### src/rtl/ep0_hs_pkg.sv
package ep0_hs_pkg;

    localparam int LEN_W   = 4;
    localparam int FLAG_W  = 4;
    localparam int REG_W   = LEN_W + FLAG_W;
    localparam int NUM_SRC = 3;

    // Flag bit positions inside the CSR (decoded by software)
    localparam int POS_OUT_DONE = 0;
    localparam int POS_OUT_ARM  = 1;
    localparam int POS_IN_DONE  = 2;
    localparam int POS_IN_VALID = 3;

    typedef enum logic [1:0] {
        SRC_SUSPEND = 2'd0,
        SRC_RESUME  = 2'd1,
        SRC_USBRST  = 2'd2
    } irq_src_e;

    // Field order follows bits 3..0 of the CSR
    typedef struct packed {
        logic in_valid;
        logic in_done;
        logic out_armed;
        logic out_done;
    } ep0_flags_t;

    // Bit owned by software, cleared by hardware; the hardware clear has priority
    function automatic logic owned_next(input logic cur, input logic hw_clr,
                                        input logic wr, input logic wbit);
        logic n;
        n = cur;
        if (wr)     n = wbit;
        if (hw_clr) n = 1'b0;
        return n;
    endfunction

    // Sticky bit set by hardware, cleared only by writing 0; the set has priority
    function automatic logic sticky_next(input logic cur, input logic hw_set,
                                         input logic wr, input logic wbit);
        logic n;
        n = cur;
        if (wr && !wbit) n = 1'b0;
        if (hw_set)      n = 1'b1;
        return n;
    endfunction

    function automatic logic [REG_W-1:0] pack_csr(input logic [LEN_W-1:0] len,
                                                  input ep0_flags_t f);
        return {len, f};
    endfunction

endpackage

### src/rtl/ep0_bus_dec.sv
module ep0_bus_dec #(
    parameter int ADDR_W = 8,
    parameter logic [ADDR_W-1:0] CSR_ADDR = 8'h10,
    parameter logic [ADDR_W-1:0] IEN_ADDR = 8'h11
) (
    input  logic [ADDR_W-1:0] cpu_addr,
    input  logic              cpu_wr,
    output logic              csr_sel,
    output logic              ien_sel,
    output logic              csr_wr,
    output logic              ien_wr
);
    always_comb begin
        csr_sel = (cpu_addr == CSR_ADDR);
        ien_sel = (cpu_addr == IEN_ADDR);
        csr_wr  = cpu_wr && csr_sel;
        ien_wr  = cpu_wr && ien_sel;
    end
endmodule

### src/rtl/ep0_in_side.sv
module ep0_in_side
    import ep0_hs_pkg::*;
(
    input  logic             clk,
    input  logic             rst,
    input  logic             csr_wr,
    input  logic [LEN_W-1:0] wr_len,
    input  logic             wr_valid_bit,
    input  logic             wr_done_bit,
    input  logic             in_token,
    input  logic             in_ack,
    input  logic             setup_ok,
    output logic             in_valid,
    output logic             in_done,
    output logic [LEN_W-1:0] in_len,
    output logic             in_ready,
    output logic             in_nak
);
    logic ack_hit;
    logic valid_clr;

    always_comb begin
        in_ready  = in_valid && !in_done;
        in_nak    = in_token && !in_ready;
        ack_hit   = in_ack && in_ready;
        valid_clr = ack_hit || setup_ok;
    end

    always_ff @(posedge clk) begin
        if (rst) begin
            in_valid <= 1'b0;
            in_done  <= 1'b0;
            in_len   <= '0;
        end else begin
            in_valid <= owned_next(in_valid, valid_clr, csr_wr, wr_valid_bit);
            in_done  <= sticky_next(in_done, ack_hit, csr_wr, wr_done_bit);
            if (csr_wr) in_len <= wr_len;
        end
    end
endmodule

### src/rtl/ep0_out_side.sv
module ep0_out_side
    import ep0_hs_pkg::*;
(
    input  logic             clk,
    input  logic             rst,
    input  logic             csr_wr,
    input  logic             wr_arm_bit,
    input  logic             wr_done_bit,
    input  logic             out_ok,
    input  logic [LEN_W-1:0] out_len,
    output logic             out_armed,
    output logic             out_done,
    output logic [LEN_W-1:0] rx_len,
    output logic             out_accept
);
    logic rx_hit;

    always_comb begin
        out_accept = out_armed && !out_done;
        rx_hit     = out_ok && out_accept;
    end

    always_ff @(posedge clk) begin
        if (rst) begin
            out_armed <= 1'b0;
            out_done  <= 1'b0;
            rx_len    <= '0;
        end else begin
            out_armed <= owned_next(out_armed, rx_hit, csr_wr, wr_arm_bit);
            out_done  <= sticky_next(out_done, rx_hit, csr_wr, wr_done_bit);
            if (rx_hit) rx_len <= out_len;
        end
    end
endmodule

### src/rtl/ep0_irq_ctl.sv
module ep0_irq_ctl
    import ep0_hs_pkg::*;
(
    input  logic               clk,
    input  logic               rst,
    input  logic               ien_wr,
    input  logic [NUM_SRC-1:0] wr_en,
    input  logic               usb_rst_flag,
    input  logic               rst_detect_cfg,
    input  logic               resume_flag,
    input  logic               suspend_flag,
    output logic [NUM_SRC-1:0] ien_q,
    output logic               irq
);
    logic [NUM_SRC-1:0] src_flag;
    logic [NUM_SRC-1:0] src_req;

    always_comb begin
        src_flag = '0;
        src_flag[int'(SRC_SUSPEND)] = suspend_flag;
        src_flag[int'(SRC_RESUME)]  = resume_flag;
        src_flag[int'(SRC_USBRST)]  = usb_rst_flag && rst_detect_cfg;
    end

    for (genvar s = 0; s < NUM_SRC; s++) begin : g_src
        always_ff @(posedge clk) begin
            if (rst)         ien_q[s] <= 1'b0;
            else if (ien_wr) ien_q[s] <= wr_en[s];
        end
        assign src_req[s] = ien_q[s] && src_flag[s];
    end

    assign irq = |src_req;
endmodule

### src/rtl/ep0_hs_reg.sv
module ep0_hs_reg
    import ep0_hs_pkg::*;
#(
    parameter int ADDR_W = 8,
    parameter logic [ADDR_W-1:0] CSR_ADDR = 8'h10,
    parameter logic [ADDR_W-1:0] IEN_ADDR = 8'h11
) (
    input  logic              clk,
    input  logic              rst,
    input  logic [ADDR_W-1:0] cpu_addr,
    input  logic              cpu_wr,
    input  logic [7:0]        cpu_wdata,
    output logic [7:0]        cpu_rdata,
    input  logic              in_token,
    input  logic              in_ack,
    input  logic              setup_ok,
    input  logic              out_ok,
    input  logic [3:0]        out_len,
    input  logic              usb_rst_flag,
    input  logic              rst_detect_cfg,
    input  logic              resume_flag,
    input  logic              suspend_flag,
    output logic              in_ready,
    output logic              in_nak,
    output logic [3:0]        in_len,
    output logic              out_accept,
    output logic              irq
);
    logic csr_sel, ien_sel, csr_wr, ien_wr;
    ep0_flags_t flags;
    logic [LEN_W-1:0]   rx_len;
    logic [NUM_SRC-1:0] ien_q;
    logic in_done_w;

    ep0_bus_dec #(.ADDR_W(ADDR_W), .CSR_ADDR(CSR_ADDR), .IEN_ADDR(IEN_ADDR)) dec_i (
        .cpu_addr(cpu_addr), .cpu_wr(cpu_wr),
        .csr_sel(csr_sel), .ien_sel(ien_sel), .csr_wr(csr_wr), .ien_wr(ien_wr)
    );

    ep0_in_side in_i (
        .clk(clk), .rst(rst), .csr_wr(csr_wr),
        .wr_len(cpu_wdata[REG_W-1:FLAG_W]),
        .wr_valid_bit(cpu_wdata[POS_IN_VALID]),
        .wr_done_bit(cpu_wdata[POS_IN_DONE]),
        .in_token(in_token), .in_ack(in_ack), .setup_ok(setup_ok),
        .in_valid(flags.in_valid), .in_done(in_done_w), .in_len(in_len),
        .in_ready(in_ready), .in_nak(in_nak)
    );
    assign flags.in_done = in_done_w;

    ep0_out_side out_i (
        .clk(clk), .rst(rst), .csr_wr(csr_wr),
        .wr_arm_bit(cpu_wdata[POS_OUT_ARM]),
        .wr_done_bit(cpu_wdata[POS_OUT_DONE]),
        .out_ok(out_ok), .out_len(out_len),
        .out_armed(flags.out_armed), .out_done(flags.out_done),
        .rx_len(rx_len), .out_accept(out_accept)
    );

    ep0_irq_ctl irq_i (
        .clk(clk), .rst(rst), .ien_wr(ien_wr),
        .wr_en(cpu_wdata[NUM_SRC-1:0]),
        .usb_rst_flag(usb_rst_flag), .rst_detect_cfg(rst_detect_cfg),
        .resume_flag(resume_flag), .suspend_flag(suspend_flag),
        .ien_q(ien_q), .irq(irq)
    );

    always_comb begin
        cpu_rdata = '0;
        if (csr_sel)      cpu_rdata = pack_csr(rx_len, flags);
        else if (ien_sel) cpu_rdata[NUM_SRC-1:0] = ien_q;
    end
endmodule

### config.mk
export PLATFORM = sky130hd
export DESIGN_NAME = ep0_hs_reg
export DESIGN_NICKNAME = d
export VERILOG_FILES = /design/src/rtl/ep0_hs_pkg.sv /design/src/rtl/ep0_bus_dec.sv /design/src/rtl/ep0_in_side.sv /design/src/rtl/ep0_out_side.sv /design/src/rtl/ep0_irq_ctl.sv /design/src/rtl/ep0_hs_reg.sv
export SDC_FILE = /design/constraint.sdc
export NUM_CORES = 1
export LEC_CHECK = 0
export BUFFER_PORTS_ARGS = -buffer_cell sky130_fd_sc_hd__buf_2
export CAP_MARGIN = 10
export CORE_AREA = 2 2 53 55
export DETAILED_ROUTE_END_ITERATION = 16
export DIE_AREA = 0 0 55 57
export PLACE_DENSITY_LB_ADDON = 0.2
export SLEW_MARGIN = 20
export SYNTH_ARGS = -nofsm -noshare
export SYNTH_HDL_FRONTEND = slang
export SYNTH_HIERARCHICAL = 1
export SYNTH_SLANG_ARGS = --single-unit
### constraint.sdc
create_clock -name clk -period 2.6 [get_ports clk]
set_input_delay 0.26 -clock clk [delete_from_list [all_inputs] [get_ports clk]]
set_output_delay 0.26 -clock clk [all_outputs]
set_load 0.02 [all_outputs]
Word level (Yosys, flattened, before mapping)
Cells that the tools add are included.
- bits in registers: 15
- input port bits: 31
- output and inout bits: 16
- word-level logic and storage cells: 42
- equality and inequality tests: 2
- muxes and demuxes: 7
- reductions and logical operators: 24
- operators with widths (kind ; number):
    8-bit by 5-bit equality test with 1-bit output, second input constant ; 2
    1-bit logical AND ; 13
    3-bit 2-to-1 mux ; 2
    1-bit zero test ; 5
    5-bit 2-to-1 mux ; 1
    1-bit 2-to-1 mux ; 4
    2-bit nonzero test ; 2
    2-bit OR reduction ; 2
    3-bit OR reduction ; 1
    1-bit logical OR ; 1

Logic depth before layout (Yosys ltp)
Gate-level depths: netlist of the first run.
- word-level depth: 5
- depth in mapped cells: 5
- depth with buffers taken out: 5

Modules after synthesis
Netlist of the first run, hierarchy kept.
- by module, submodules not included (module ; instances ; cells an instance ; area each (um2) ; sequential area each (um2)):
    ep0_in_side ; 1 ; 22 ; 245.2 ; 120.1
    ep0_out_side ; 1 ; 21 ; 232.7 ; 120.1
    ep0_irq_ctl ; 1 ; 12 ; 117.6 ; 60.1
    ep0_hs_reg ; 1 ; 15 ; 80.1 ; 0.0
    ep0_bus_dec ; 1 ; 8 ; 71.3 ; 0.0

Least setup slack after synthesis of the first run
No wires, ideal clock.
- kind: input -> output
- start: in cpu_addr[5]
- end: out cpu_rdata[1]
- arrival: 1.655 ns
- required time: 2.340 ns
- setup slack: 0.685 ns
- stages: 4
- path buffers: 0
- cell sequence: or4b_4 -> nor4b_2 -> nand2_1 -> o21ai_0
- longest elaborated chain between the ends: 3
- elaborated cells on any way between the ends: 4
- those cells by class: eq/ne (2); mux (2)
- ends and longest elaborated chain (what ; RTL line ; text):
    start, declared ; ep0_hs_reg.sv:10 ; input logic [ADDR_W-1:0] cpu_addr,
    8-bit by 5-bit equality test with 1-bit output ; ep0_bus_dec.sv:15 ; ien_sel = (cpu_addr == IEN_ADDR);
    named net ien_sel ; ep0_hs_reg.sv:29 ; logic csr_sel, ien_sel, csr_wr, ien_wr;
    3-bit 2-to-1 mux ; ep0_hs_reg.sv:71 ; else if (ien_sel) cpu_rdata[NUM_SRC-1:0] = ien_q;
    3-bit 2-to-1 mux ; ep0_hs_reg.sv:70 ; if (csr_sel) cpu_rdata = pack_csr(rx_len, flags);
    end, declared ; ep0_hs_reg.sv:13 ; output logic [7:0] cpu_rdata,
The timed path passes the listed nets, and every way through them passes these cells.

Worst setup path in the final report of the first run
Ends and elaborated chain as after synthesis.

==> results of run 1 <==
cells by family (layout without fill, tap and decap cells):
kind of cell | after synthesis | in the layout | share of synthesized area (%)
flip-flops | 15 | 15 | 40.2
AND/OR/NAND/NOR | 35 | 35 | 28.6
multiplexers | 13 | 13 | 17.4
buffers and inverters | 5 | 55 | 4.52
AO/OA/AOI/OAI | 10 | 10 | 9.21
final cells by class:
class | instances | area (um^2)
clock buffer | 4 | 26.3
tap | 31 | 38.8
inverter | 3 | 11.3
sequential | 15 | 300
multi-input combinational | 58 | 413
timing repair buffer | 48 | 245
fill | 280 | 1580
layout by cell type, fill, tap and decap left out, drive strengths merged, types with 2 or more instances in the layout:
cell    count
nor3        2
inv         3
dfxtp      15
a21oi       2
clkbuf      4
or4b        2
mux2i      13
and2b       2
nor4b       2
o21ai       4
nand2       7
buf        48
and2        5
nor2       12
layer usage:
metal | GRT usage (%) | vias to the layer above | share of wire (%) | wire length (um)
met5 | 0 | - | 0 | 0
met4 | 6.27 | 0 | 1.7 | 29
met3 | 2.36 | 4 | 8.6 | 151
met2 | 18.9 | 30 | 47 | 817
met1 | 13.1 | 318 | 43 | 749
li1 | - | 371 | - | -
state kept, by name, summed over array words and instances (netlist names):
name / count
in_i/in_len: 4
irq_i/ien_q: 3
out_i/rx_len: 4
out_i/out_done: 1
in_i/in_valid: 1
in_i/in_done: 1
out_i/out_armed: 1
how the worst max path moves through the flow:
| stage | start | endpoint | slack, ps | depth (start not counted) |
|---|---|---|---|---|
| after floorplan | cpu_addr[5] | cpu_rdata[1] | 690 | 4 |
| after global placement | cpu_addr[5] | cpu_rdata[1] | 670 | 6 |
| after detailed placement | cpu_addr[5] | cpu_rdata[1] | 640 | 6 |
| after CTS | cpu_addr[5] | cpu_rdata[1] | 640 | 6 |
| after global routing | cpu_addr[5] | cpu_rdata[0] | 550 | 7 |
| final | cpu_addr[5] | cpu_rdata[1] | 670 | 6 |
synth_stat cells:
cell type | count | area [um^2]
a211oi_1 | 1 | 7.51
o21ai_0 | 2 | 10.0
and2b_2 | 1 | 8.76
a21oi_1 | 2 | 10.0
buf_6 | 2 | 22.5
and2b_1 | 1 | 7.51
a2111oi_2 | 1 | 15.0
or4b_1 | 1 | 10.0
nor2_1 | 12 | 45.0
a311oi_1 | 1 | 8.76
inv_1 | 3 | 11.3
nor3_1 | 2 | 10.0
nor2b_1 | 1 | 6.26
dfxtp_1 | 15 | 300
and2_1 | 5 | 31.3
or4b_4 | 1 | 13.8
mux2i_1 | 13 | 130
o21ai_1 | 2 | 10.0
nand3b_4 | 1 | 20.0
nand2_1 | 7 | 26.3
a22oi_1 | 1 | 7.51
nor4b_2 | 2 | 30.0
nand3_1 | 1 | 5.00
power breakdown:
group / internal (W) / switching (W)
Clock: 0.0000595 / 0.0000709
Combinational: 0.0000203 / 0.0000168
Sequential: 0.000230 / 0.000000135
per-stage QoR:
stage | std cells | total power, W | instance area (um^2) | setup slack (ps)
6_report | 159 | 0.000397 | 1030 | 668
5_1_grt | 159 | 0.000421 | 1030 | 547
4_1_cts | 159 | 0.000407 | 1030 | 640
3_5_place_dp | 155 | 0.000273 | 1010 | 639
3_3_place_gp | 155 | 0.000272 | 1010 | 674
2_1_floorplan | 78 | 0.000243 | 747 | 685
==> metrics, run 1 <==
crit-path max cell delay 560 ps; detailed-router iteration count before antenna repair 3; vias per cell 4.55; kind of critical path primary input to output pin; dpl hpwl 1.40 mm; initial antenna violation count 0; status completed; CTS buffer count 3; final wirelength 1.75 mm; Hold Startpoint setup_ok; post-route ant nets 0; share of layout cells above drive strength 1 44.5%; worst r2r src in_i/in_done; GP Congestion 0.650; DRT iter0 DRCs 11; WHS around 140 ps; max cap viols 0; worst r2r dst in_i/in_valid; postcts setup bufs 0; Arrival @ worst endpoint 1670 ps; post-CTS sizing 0; largest net degree at the start of global routing 16; worst path required time between 2000 and 2500 ps; post-synthesis instance area around 750 um^2; nets 160; post-synthesis register bit count 15; Sink Count 15; Yosys cell types 23; Root Buffer clkbuf_4; worst reg-to-reg path cell count 2; crit path buf inv count 2; Hold Path Stages 2; clock period minus worst slack 1930 ps; Final Hold Fails 0; crit path cell chain buf_2 > or4b_4 > nor4b_2 > nand2_1 > o21ai_0 > buf_2; Mean Syn Cell Area about 9.6 um^2; core area about 2600 um^2; fin crit share 74.3%; Die Wd roughly 55 um; # hold bufs at CTS 0; sequential area share after synthesis 40.2%; worst-path maximum fanout 4; clk slew on worst S/H paths 90 ps; syn_nets 109; Hold EP in_i/in_valid; initial core utilization approximately 29%; Gate Count Post-Synth 78; chip height approximately 57 um; Slew headroom 61.4%; GRT overflow 0; Clock Tree Buf Depth 2; gr usage total 11.3%; Layout Skew approximately 0.7 ps; Site Rows 19; Slowest cell on crit path or4b_4; first-pass GRT wire length 2.61 mm; Tightest Pin Transition ~570 ps; TritonCTS clock tree built; Final setup viols 0; Routed WL per cell between 10 and 15 um; full die area 3140 um^2; ant diodes 0; RSZ-0062 raised after global routing false; Vias between 700 and 800; VDD IR max 0.202 mV; I/O pin total between 40 and 50; Crit. End Element output pin; CTS H-tree lvls 1; CP delay by family, top simple AND/OR/NAND/NOR gates; P&R area growth vs syn 38.5%; Slew Viols, Final 0; Leak 0.513 nW; fin util between 30 and 40%; r2r setup slk 1580 ps; Worst-Skew Late Latency 280 ps; setup_tns 0 ps; number of buffers added on ports 46; Top cell by count, worst path buf_2; worst hold-check path type primary input to flip-flop; Worst Setup Start Kind primary input; synthesis warning total 6; vias in the first global route roughly 660; Cell Pwr Density 384 nW/um^2; Remaining DRCs 0; f_max 518 MHz
(Power assumes the default switching activity.)
==> run 2, diff against run 1 <==
==> constraint.sdc (replaced) <==
create_clock -name clk -period 2 [get_ports clk]
set_input_delay 0.2 -clock clk [delete_from_list [all_inputs] [get_ports clk]]
set_output_delay 0.2 -clock clk [all_outputs]
set_load 0.02 [all_outputs]
==> metrics, run 2 (synthesized netlist as in run 1, its figures left out) <==
status completed; Crit. End Element output pin; fin util about two fifths; vias per cell 4.46; combinational power share 9.4%; Slew headroom 77.2%; Final Hold Fails 0; Sw Share between 20% and 30%; kind of critical path primary input to output pin; Vias around 710; f_max between 500 and 600 MHz; Die Wd 55 um; post-CTS sizing 0; RSZ-0062 raised after global routing false; Pint roughly 0.00040 W; WHS between 80 and 90 ps; Sink Count 15; worst path required time 1800 ps; setup_tns 0 ps; DRT iter0 DRCs 7; detailed-router iteration count before antenna repair 4; Leak 0.519 nW; GP Congestion 0.652; Design Area, Final between 1000 and 1500 um^2; post-route ant nets 0; commonest non-fill, non-tap cell in the layout buf_2; number of buffers added on ports 46; Routed WL per cell 10.6 um; Layout Skew 0.616 ps; worst-path maximum fanout 4; largest registers in_i/in_len x4, out_i/rx_len x4, irq_i/ien_q x3; clock network power share 32.6%; clk slew on worst S/H paths 80 ps; Cell Pwr Density 494 nW/um^2; P&R area growth vs syn 39.5%; max cap viols 0; Arrival @ worst endpoint 1640 ps; first-pass GRT wire length roughly 2.6 mm; fin crit share 92.1%; VDD IR max roughly 0.35 mV; Root Buffer clkbuf_4; Final setup viols 0; Clock Tree Buf Depth 2; worst hold-check path type primary input to flip-flop; Seq pwr share 58.1%; commonest non-fill, non-tap cells in the layout 46 x buf_2, 15 x dfxtp_1, 13 x mux2i_1; DP Area 1020 um^2; full die area around 3100 um^2; CTS H-tree lvls 1; ant diodes 0; CTS buffer count 3; postcts setup bufs 0; vias in the first global route 631; I/O pin total 47; Tightest Pin Transition 341 ps; initial core utilization 28.6%; Psw 0.000112 W; Site Rows 19; chip height 57 um; # hold bufs at CTS 0; gr usage total 10.9%; TritonCTS clock tree built; Worst-Skew Late Latency about 270 ps; final wirelength 1.70 mm; dpl hpwl approximately 1.4 mm; largest net degree at the start of global routing 16; initial antenna violation count 0; GRT overflow 0; Remaining DRCs 0; Worst Setup Start Kind primary input; clock period minus worst slack 1840 ps; core area 2620 um^2; Slew Viols, Final 0; share of layout cells above drive strength 1 45.0%; nets 161
[run 2: cell count changes in the layout (fill, tap and decap cells not counted), sizes merged]
cell,previous run,this run
buf,48,49
[run 2: critical path, cell delays in order]
cell,delay [ps]
buf_2,100
or4b_4,560
nor4b_2,350
nand2_1,80
o21ai_0,170
buf_2,190
[run 2: layer usage]
layer	vias up	track usage, %	share of wire, %
li1	375	-	-
met1	306	14.2	44
met2	32	17.0	45
met3	0	3.14	10
met4	0	4.18	0
met5	-	0	0
[run 2: final timing paths]
check	to	cells after the start	slack [ps]	from
setup reg to reg	in_i/in_valid	2	970	in_i/in_done
setup / recovery	cpu_rdata[1]	6	160	cpu_addr[5]
hold / removal	in_i/in_valid	2	90	setup_ok
hold reg to reg	out_i/rx_len[3]	2	490	out_i/rx_len[3]
[run 2: layout make-up]
class / count / area [um^2]
fillers: 286 / 1570
well taps: 31 / 38.8
clock buffers: 4 / 26.3
multi-input cells: 58 / 413
repair buffers: 49 / 253
inverters: 3 / 11.3
flip-flops and latches: 15 / 300
[run 2: per-stage QoR]
| step | std cells | total power (W) | setup slack [ps] |
|---|---|---|---|
| floorplan | 78 | 0.000315 | 205 |
| global placement | 156 | 0.000353 | 186 |
| detailed placement | 156 | 0.000355 | 140 |
| CTS | 160 | 0.000525 | 142 |
| global route | 160 | 0.000547 | 6.71 |
| finish | 160 | 0.000515 | 158 |
[run 2: power groups by stage]
stage	combinational (W)	sequential (W)	clock (W)
2_1_floorplan	0.00000956	0.000306	0
3_3_place_gp	0.0000477	0.000306	0
3_5_place_dp	0.0000489	0.000306	0
4_1_cts	0.0000490	0.000299	0.000177
5_1_grt	0.0000527	0.000299	0.000195
6_report	0.0000482	0.000299	0.000168
==> run 3, diff against run 2 <==
--- a/config.mk
+++ b/config.mk
@@ -5,11 +5,13 @@
 export SDC_FILE = /design/constraint.sdc
 export NUM_CORES = 1
 export LEC_CHECK = 0
-export BUFFER_PORTS_ARGS = -buffer_cell sky130_fd_sc_hd__buf_2
+export BUFFER_PORTS_ARGS = -buffer_cell sky130_fd_sc_hd__buf_4
 export CAP_MARGIN = 10
-export CORE_AREA = 2 2 53 55
+export CELL_PAD_IN_SITES_DETAIL_PLACEMENT = 1
+export CELL_PAD_IN_SITES_GLOBAL_PLACEMENT = 1
+export CORE_AREA = 2 2 49 62
 export DETAILED_ROUTE_END_ITERATION = 16
-export DIE_AREA = 0 0 55 57
+export DIE_AREA = 0 0 51 64
 export PLACE_DENSITY_LB_ADDON = 0.2
 export SLEW_MARGIN = 20
 export SYNTH_ARGS = -nofsm -noshare
==> metrics, run 3 (synthesized netlist as in run 1, its figures left out) <==
Worst-Skew Late Latency 270 ps; Slew headroom 75.8%; WHS between 80 and 90 ps; worst hold-check path type primary input to flip-flop; Total Power ~0.00053 W; vias in the first global route 784; met3 wire len 111 um; Tightest Pin Transition roughly 360 ps; initial antenna violation count 0; r2r setup slk 920 ps; VDD IR max 0.378 mV; post-CTS sizing 0; max cap viols 0; Cell Pwr Density 457 nW/um^2; share of layout cells above drive strength 1 45.0%; dpl hpwl 1.70 mm; DRT iter0 DRCs 6; worst r2r dst in_i/in_valid; largest registers in_i/in_len x4, out_i/rx_len x4, irq_i/ien_q x3; GRT overflow 0; wl on met1 812 um; Arrival @ worst endpoint 1650 ps; Site Rows 21; # hold bufs at CTS 0; worst r2r src in_i/in_done; postcts setup bufs 0; Final setup viols 0; largest net degree at the start of global routing 16; Routed WL per cell 12.8 um; worst reg-to-reg path cell count 2; detailed-router iteration count before antenna repair 4; first-pass GRT wire length 3.59 mm; Remaining DRCs 0; Slowest cell on crit path or4b_4; Leak 0.543 nW; post-route ant nets 0; P&R area growth vs syn 55.4%; number of buffers added on ports 46; RSZ-0062 raised after global routing false; clock period minus worst slack approximately 1900 ps; GP Congestion around 0.64; Slew Viols, Final 0; Top cell by count, worst path buf_4; Clock Tree Buf Depth 2; I/O pin total 47; CTS H-tree lvls 1; crit path cell chain buf_4 > or4b_4 > nor4b_2 > nand2_1 > o21ai_0 > buf_4; setup_tns 0 ps; crit path buf inv count 2; Root Buffer clkbuf_4; Worst Setup SP cpu_addr[5]; TritonCTS clock tree built; Stages on worst setup path 6; Final Hold Fails 0; clk slew on worst S/H paths 90 ps; status completed; vias per cell 4.60; core area 2650 um^2; routed wl met2 1.14 mm; # fillers 336; chip height 64 um; fin cells ~160; CTS buffer count 3; initial core utilization 28.1%; commonest non-fill, non-tap cells in the layout 49 x buf_4, 15 x dfxtp_1, 13 x mux2i_1; top routing layer used met4; f_max 539 MHz; CP delay by family, top simple AND/OR/NAND/NOR gates; DP Cell Count 159; Sink Count 15; Layout Skew approximately 0.11 ps; Crit. End Element output pin; commonest non-fill, non-tap cell in the layout buf_4; Vias around 750; Worst Setup Start Kind primary input; final wirelength 2.08 mm; nets between 150 and 200; kind of critical path primary input to output pin; full die area 3260 um^2; ant diodes 0; crit-path max cell delay roughly 560 ps; fin crit share 92.7%; worst-path maximum fanout 4; gr usage total 14.6%; Die Wd 51 um; Critical Path Sink cpu_rdata[1]; worst path required time 1800 ps
## run 3: changes by cell type in the layout (fill, tap and decap cells not counted)
| cell | change |
|---|---|
| buf_4 | +46 |
| buf_2 | -46 |
## run 3: worst reg2reg max path, delay by kind of cell (launching register included)
kind / cells / cell delay, ps
AOI/OAI and AO/OA: 1 / 360
DFF: 1 / 390
and+or+nand+nor: 1 / 240
## run 3: worst min-delay path by stage
stage               cells after the start  slack (ps)       endpoint  startpoint
finish                                  2          90  in_i/in_valid    setup_ok
global route                            2          70  in_i/in_valid    setup_ok
CTS                                     2          80  in_i/in_valid    setup_ok
detailed placement                      2         380  in_i/in_valid    setup_ok
global placement                        2         370  in_i/in_valid    setup_ok
floorplan                               1         270  in_i/in_valid         rst
## run 3: final cells by class
| cell class | instances | area (um^2) | share of cell area, % |
|---|---|---|---|
| multi-input cells | 58 | 413 | 35.6 |
| repair buffers | 49 | 368 | 31.7 |
| flip-flops and latches | 15 | 300 | 25.9 |
| well taps | 34 | 42.5 | 3.66 |
| clock buffers | 4 | 26.3 | 2.26 |
| inverters | 3 | 11.3 | 0.970 |
## run 3: layer usage
layer | global-route usage [%] | up-vias
li1 | - | 374
met1 | 16.7 | 349
met2 | 26.0 | 24
met3 | 3.27 | 2
met4 | 5.07 | 0
met5 | 0 | -
## run 3: where the power goes
group          switching (W)  total [W]  internal (W)  leakage [nW]
clock network      0.0000883   0.000165     0.0000771        0.0150
registers        0.000000188   0.000299      0.000299         0.121
logic              0.0000226  0.0000660     0.0000434         0.408
total               0.000111   0.000530      0.000419         0.543
## run 3: metrics by stage
stage / cell area [um^2] / setup WS [ps] / utilization [%]
final: 1160 / 146 / 43.8
after global routing: 1160 / 60.9 / 43.8
after CTS: 1160 / 132 / 43.8
after detailed placement: 1130 / 135 / 42.8
after global placement: 1130 / 186 / 42.8
after floorplan: 747 / 205 / -
